[src/rtl/vc_class_pkg.sv]
// Shared types for the VC class selector.
// Assumes two buffer classes; the class is one bit wide.
package vc_class_pkg;
    typedef enum logic [1:0] {
        POL_RING      = 2'd0,
        POL_OBLIVIOUS = 2'd1,
        POL_ADAPTIVE  = 2'd2,
        POL_TWO_PHASE = 2'd3
    } policy_e;
endpackage

[src/rtl/vc_class_policy.sv]
// Next-class decision for one head flit.
// Assumes the flag inputs describe the current hop. The class can only
// rise, because each policy event is ORed onto the current class.
module vc_class_policy
    import vc_class_pkg::*;
(
    input  logic    cur_class,
    input  policy_e mode,
    input  logic    dateline,
    input  logic    turn,
    input  logic    yx,
    input  logic    at_mid,
    output logic    nxt_class
);
    logic promote;

    // Pick the single event that matters under the active policy.
    always_comb begin
        case (mode)
            POL_RING:      promote = dateline;
            POL_OBLIVIOUS: promote = yx;
            POL_ADAPTIVE:  promote = turn;
            default:       promote = at_mid;
        endcase
    end

    // Classes are acquired in ascending order only.
    always_comb nxt_class = cur_class | promote;
endmodule

[src/rtl/vc_class_mask.sv]
// Maps a class to the mask of VCs it may request.
// Assumes C1_BOT <= C0_TOP + 1, so that no VC is left unused, and
// C1_BOT > 0 and C0_TOP < NUM_VC-1, so that each class keeps a VC of its own.
module vc_class_mask #(
    parameter int NUM_VC = 4,
    parameter int C0_TOP = 2,
    parameter int C1_BOT = 2
) (
    input  logic              cls,
    output logic [NUM_VC-1:0] mask
);
    logic [NUM_VC-1:0] mask_c0;
    logic [NUM_VC-1:0] mask_c1;

    // Build one bit of each class's VC window per channel.
    for (genvar v = 0; v < NUM_VC; v++) begin : g_vc
        assign mask_c0[v] = (v <= C0_TOP);
        assign mask_c1[v] = (v >= C1_BOT);
    end

    // Select the window of the requested class.
    always_comb mask = cls ? mask_c1 : mask_c0;
endmodule

[src/rtl/vc_class_sel.sv]
// VC class selector, top level.
// Head flits get a new class from the active policy. Body and tail flits
// reuse the class and mask held from their head. All results are
// registered, so the output appears one cycle after the input flit.
// Assumes flits of a packet arrive in order with no interleaving.
module vc_class_sel
    import vc_class_pkg::*;
#(
    parameter int NUM_VC = 4,
    parameter int C0_TOP = 2,
    parameter int C1_BOT = 2
) (
    input  logic              clk,
    input  logic              rst_n,
    input  logic              in_valid,
    input  logic              in_head,
    input  logic              in_class,
    input  logic [1:0]        in_mode,
    input  logic              in_dateline,
    input  logic              in_turn,
    input  logic              in_yx,
    input  logic              in_at_mid,
    output logic              out_valid,
    output logic              out_class,
    output logic [NUM_VC-1:0] out_mask
);
    logic              head_class;
    logic [NUM_VC-1:0] head_mask;
    logic              held_class;
    logic [NUM_VC-1:0] held_mask;

    vc_class_policy u_policy (
        .cur_class (in_class),
        .mode      (policy_e'(in_mode)),
        .dateline  (in_dateline),
        .turn      (in_turn),
        .yx        (in_yx),
        .at_mid    (in_at_mid),
        .nxt_class (head_class)
    );

    vc_class_mask #(
        .NUM_VC (NUM_VC),
        .C0_TOP (C0_TOP),
        .C1_BOT (C1_BOT)
    ) u_mask (
        .cls  (head_class),
        .mask (head_mask)
    );

    // Remember the head's decision for the rest of its packet.
    always_ff @(posedge clk) begin
        if (!rst_n) begin
            held_class <= 1'b0;
            held_mask  <= '0;
        end else if (in_valid && in_head) begin
            held_class <= head_class;
            held_mask  <= head_mask;
        end
    end

    // Register the output for each flit; drive zeros when idle.
    always_ff @(posedge clk) begin
        if (!rst_n) begin
            out_valid <= 1'b0;
            out_class <= 1'b0;
            out_mask  <= '0;
        end else if (!in_valid) begin
            out_valid <= 1'b0;
            out_class <= 1'b0;
            out_mask  <= '0;
        end else if (in_head) begin
            out_valid <= 1'b1;
            out_class <= head_class;
            out_mask  <= head_mask;
        end else begin
            out_valid <= 1'b1;
            out_class <= held_class;
            out_mask  <= held_mask;
        end
    end

    // a head already in class 1 is never sent back to class 0.
    a_r6_no_demote: assert property (@(posedge clk) disable iff (!rst_n)
        in_valid && in_head && in_class |=> out_class);

    // the output valid follows the input valid by one cycle.
    a_r10_valid_delay: assert property (@(posedge clk) disable iff (!rst_n)
        1'b1 |=> out_valid == $past(in_valid));

    // an idle output cycle gives an empty mask.
    a_r10_idle_empty: assert property (@(posedge clk) disable iff (!rst_n)
        !out_valid |-> out_mask == '0);

    // a class-1 result never grants the lowest VC, which belongs to class 0.
    a_r7_c1_no_vc0: assert property (@(posedge clk) disable iff (!rst_n)
        out_valid && out_class |-> !out_mask[0]);

    // a class-0 result never grants the top VC, which belongs to class 1.
    a_r7_c0_no_top: assert property (@(posedge clk) disable iff (!rst_n)
        out_valid && !out_class |-> !out_mask[NUM_VC-1]);

    // a body flit after a valid flit keeps the same mask.
    a_r9_body_keeps: assert property (@(posedge clk) disable iff (!rst_n)
        in_valid && !in_head && out_valid |=> out_mask == $past(out_mask));
endmodule

[config.mk]
export PLATFORM = sky130hd
export DESIGN_NAME = vc_class_sel
export DESIGN_NICKNAME = d
export VERILOG_FILES = /design/src/rtl/vc_class_pkg.sv /design/src/rtl/vc_class_policy.sv /design/src/rtl/vc_class_mask.sv /design/src/rtl/vc_class_sel.sv
export SDC_FILE = /design/constraint.sdc
export NUM_CORES = 1
export LEC_CHECK = 0
export ABC_AREA = 1
export BUFFER_PORTS_ARGS = -buffer_cell sky130_fd_sc_hd__buf_2
export CELL_PAD_IN_SITES_DETAIL_PLACEMENT = 1
export CELL_PAD_IN_SITES_GLOBAL_PLACEMENT = 1
export CORE_UTILIZATION = 31
export CTS_BUF_LIST = sky130_fd_sc_hd__clkbuf_8
export CTS_CLUSTER_SIZE = 24
export DETAILED_ROUTE_END_ITERATION = 6
export GPL_TIMING_DRIVEN = 0
export PLACE_DENSITY_LB_ADDON = 0.1
export RECOVER_POWER = 25
export SYNTH_ARGS = -nofsm -noshare
export SYNTH_HDL_FRONTEND = slang
export SYNTH_HIERARCHICAL = 1
export SYNTH_SLANG_ARGS = --single-unit
[constraint.sdc]
create_clock -name clk -period 0.8 [get_ports clk]
set_input_delay 0.08 -clock clk [delete_from_list [all_inputs] [get_ports clk]]
set_output_delay 0.08 -clock clk [all_outputs]
set_load 0.05 [all_outputs]
==> impl_metrics.toml <==
[place]
io_buffers = 15
routabilityCongestion = 0.740
dp_slack_ns = -0.238
post-dp-hpwl_um = 817

[detailed_routing]
drt_iter0_markers = 3
routed_via_density = 4.31
wl_per_cell_um = 10.5
dr.pass1.iters = 2
vias = 470
drt_wl_total_um = 1150
ant_nets = 0
route.detailed.drc = 0

[power_and_ir_drop]
power.density_nw_per_um2 = 1990
p_leak_nw = 0.381
max-vdd-ir-drop_mv = 0.914

[clock_network]
cts_sinks = 11
clk_latency_ns = 0.24
ctsHtreeMaxLevel = 1
cts_tree = "built"
numCtsBuffers = 3
clk_path_buf_depth = 2
root_buffer = "clkbuf_8"
cts_hold_buf = 0
clkTransAtPathRegs_ns = 0.05

[sta]
fmax_mhz = 1270
fin_skew_ns = 0.00513
rsz0062_at_grt = "true"
setup_viol = 0
hold_viol = 0
fin_crit_sh_pct = 98.6
drv_slew = 0
hold_ws_ns = 0.117
setup_slack_ns = 0.0114
min_period_ns = 0.789

[synthesis]
synth-seq-cells = 11
synth_nets = 84
synth_cells = 73
ys_warn_count = 6
netlist_area_um2 = 495
ys_seq_area_share_pct = 44.4
synth.distinct_cells = 9
avgSynthCellArea_um2 = 6.79

[floorplanning]
rows = 14
ios = 17
die_y_um = 42.0
core_area_um2 = 1510
die-area_um2 = 1760
chipWidth_um = 42.0
start_util_pct = 32.9

[setup_path]
crit_required_ns = 0.72
cp-end-kind = "output pin"
start_kind = "register"
cp_cell_sequence = "buf_6"
path_max_fanout = 1
critPathTopFamily = "flip-flops"
crit_type = "reg -> out"
cpMaxStageDelayCell = "dfxtp_2"
arrival_ns = 0.71
critical_path_buf_inv_count = 1
cp_slowest_stage_delay_ns = 0.32

[global_route]
gr-total-overflow = 0
grtUsageMet1_pct = 18.0
grt_start_max_net_pins = 11
grt_pass1_wl_um = 1950
antenna_found_initial = 0
grt.total_usage_pct = 15.4
top_usage_layer = "met2"
use_met2_pct = 23.1
grt_pass1_vias = 473
met3_usage_pct = 6.47

[finish]
syn2layout_area_growth_pct = 41.4
nFillCells = 199
diodes = 0
final_nets = 105
drive_gt1_share_pct = 37.6

[worst_hold_path]
hp-class = "in -> reg"

[run]
drv_cap = 0

[outcome]
status = "complete, no violations"
[what timing repair did]
action / 4_1_cts / 5_1_grt
gates resized for setup: 16 / 9
setup buffers: 0 / 1
setup endpoints to repair: 6 / 10
pin swaps: 0 / 1
cloned: 0 / 0
[cells in the mapped netlist]
master	n	share of area, %
buf_4	3	4.5
a21oi_1	8	8.1
dfxtp_1	11	44
nor2_1	7	5.3
conb_1	1	0.76
nand2_1	25	19
buf_6	2	4.5
inv_1	11	8.3
nand3_1	5	5.0
[per-layer routing]
metal,vias to the layer above,part of all wire (%)
li1,254,-
met1,196,46
met4,0,2.0
met3,4,6.5
met2,16,46
met5,-,0
[cells by family after synthesis]
group / Yosys count / share of synthesized area [%]
other cells: 1 / 0.757
buf+inv: 16 / 17.4
compound gates: 8 / 8.08
simple gates: 37 / 29.3
flops: 11 / 44.4
[state kept, by name, indices dropped and copies added, names as in the netlist]
name / count
held_class: 1
held_mask: 4
out_class: 1
out_mask: 4
out_valid: 1
[report_power, final]
part	switching [mW]	leakage, nW	internal, mW
clock	0.218	0.0269	0.338
sequential	0.0130	0.0929	0.581
combinational	0.142	0.261	0.102
total	0.372	0.381	1.02
[cells in the final DEF, fill, tap and decap left out, types with 2 or more instances in the layout]
master,netlist,routed
a21oi_1,8,7
buf_2,0,7
buf_4,3,5
buf_6,2,8
clkbuf_8,0,3
dfxtp_1,11,5
dfxtp_2,0,6
inv_1,11,10
inv_2,0,2
nand2_1,25,23
nand2_2,0,2
nand3_1,5,5
nor2_1,7,6
[path summary, 6_finish.rpt]
check	from	end	slack, ns	cells after the start
max	out_mask[3]	out_mask[3]	0.01	1
min	in_valid	held_mask[3]	0.12	3
max reg2reg	held_mask[3]	out_mask[3]	0.14	2
min reg2reg	held_class	out_class	0.46	2
[per-stage QoR]
step | power, mW | TNS [ns] | std cells | cell area, µm² | utilization, %
after global routing | 1.48 | -0.0470 | 109 | 701 | 46.5
after CTS | 1.40 | 0 | 108 | 678 | 45.0
final | 1.39 | 0 | 109 | 701 | 46.5
after global placement | 0.811 | -1.02 | 104 | 591 | 39.2
after detailed placement | 0.815 | -1.08 | 104 | 591 | 39.2
after floorplan | 0.752 | 0 | 73 | 495 | -
[area by class of cell]
cell class	instances	area, µm²	area share (%)
well taps	16	20.0	2.86
plain buffers	5	45.0	6.43
clock inverters	1	3.75	0.536
multi-input cells	46	200	28.6
inverters	11	41.3	5.89
repair buffers	16	121	17.3
clock buffers	3	41.3	5.89
flip-flops and latches	11	228	32.5
No activity file was read; power rests on OpenSTA's default activity.
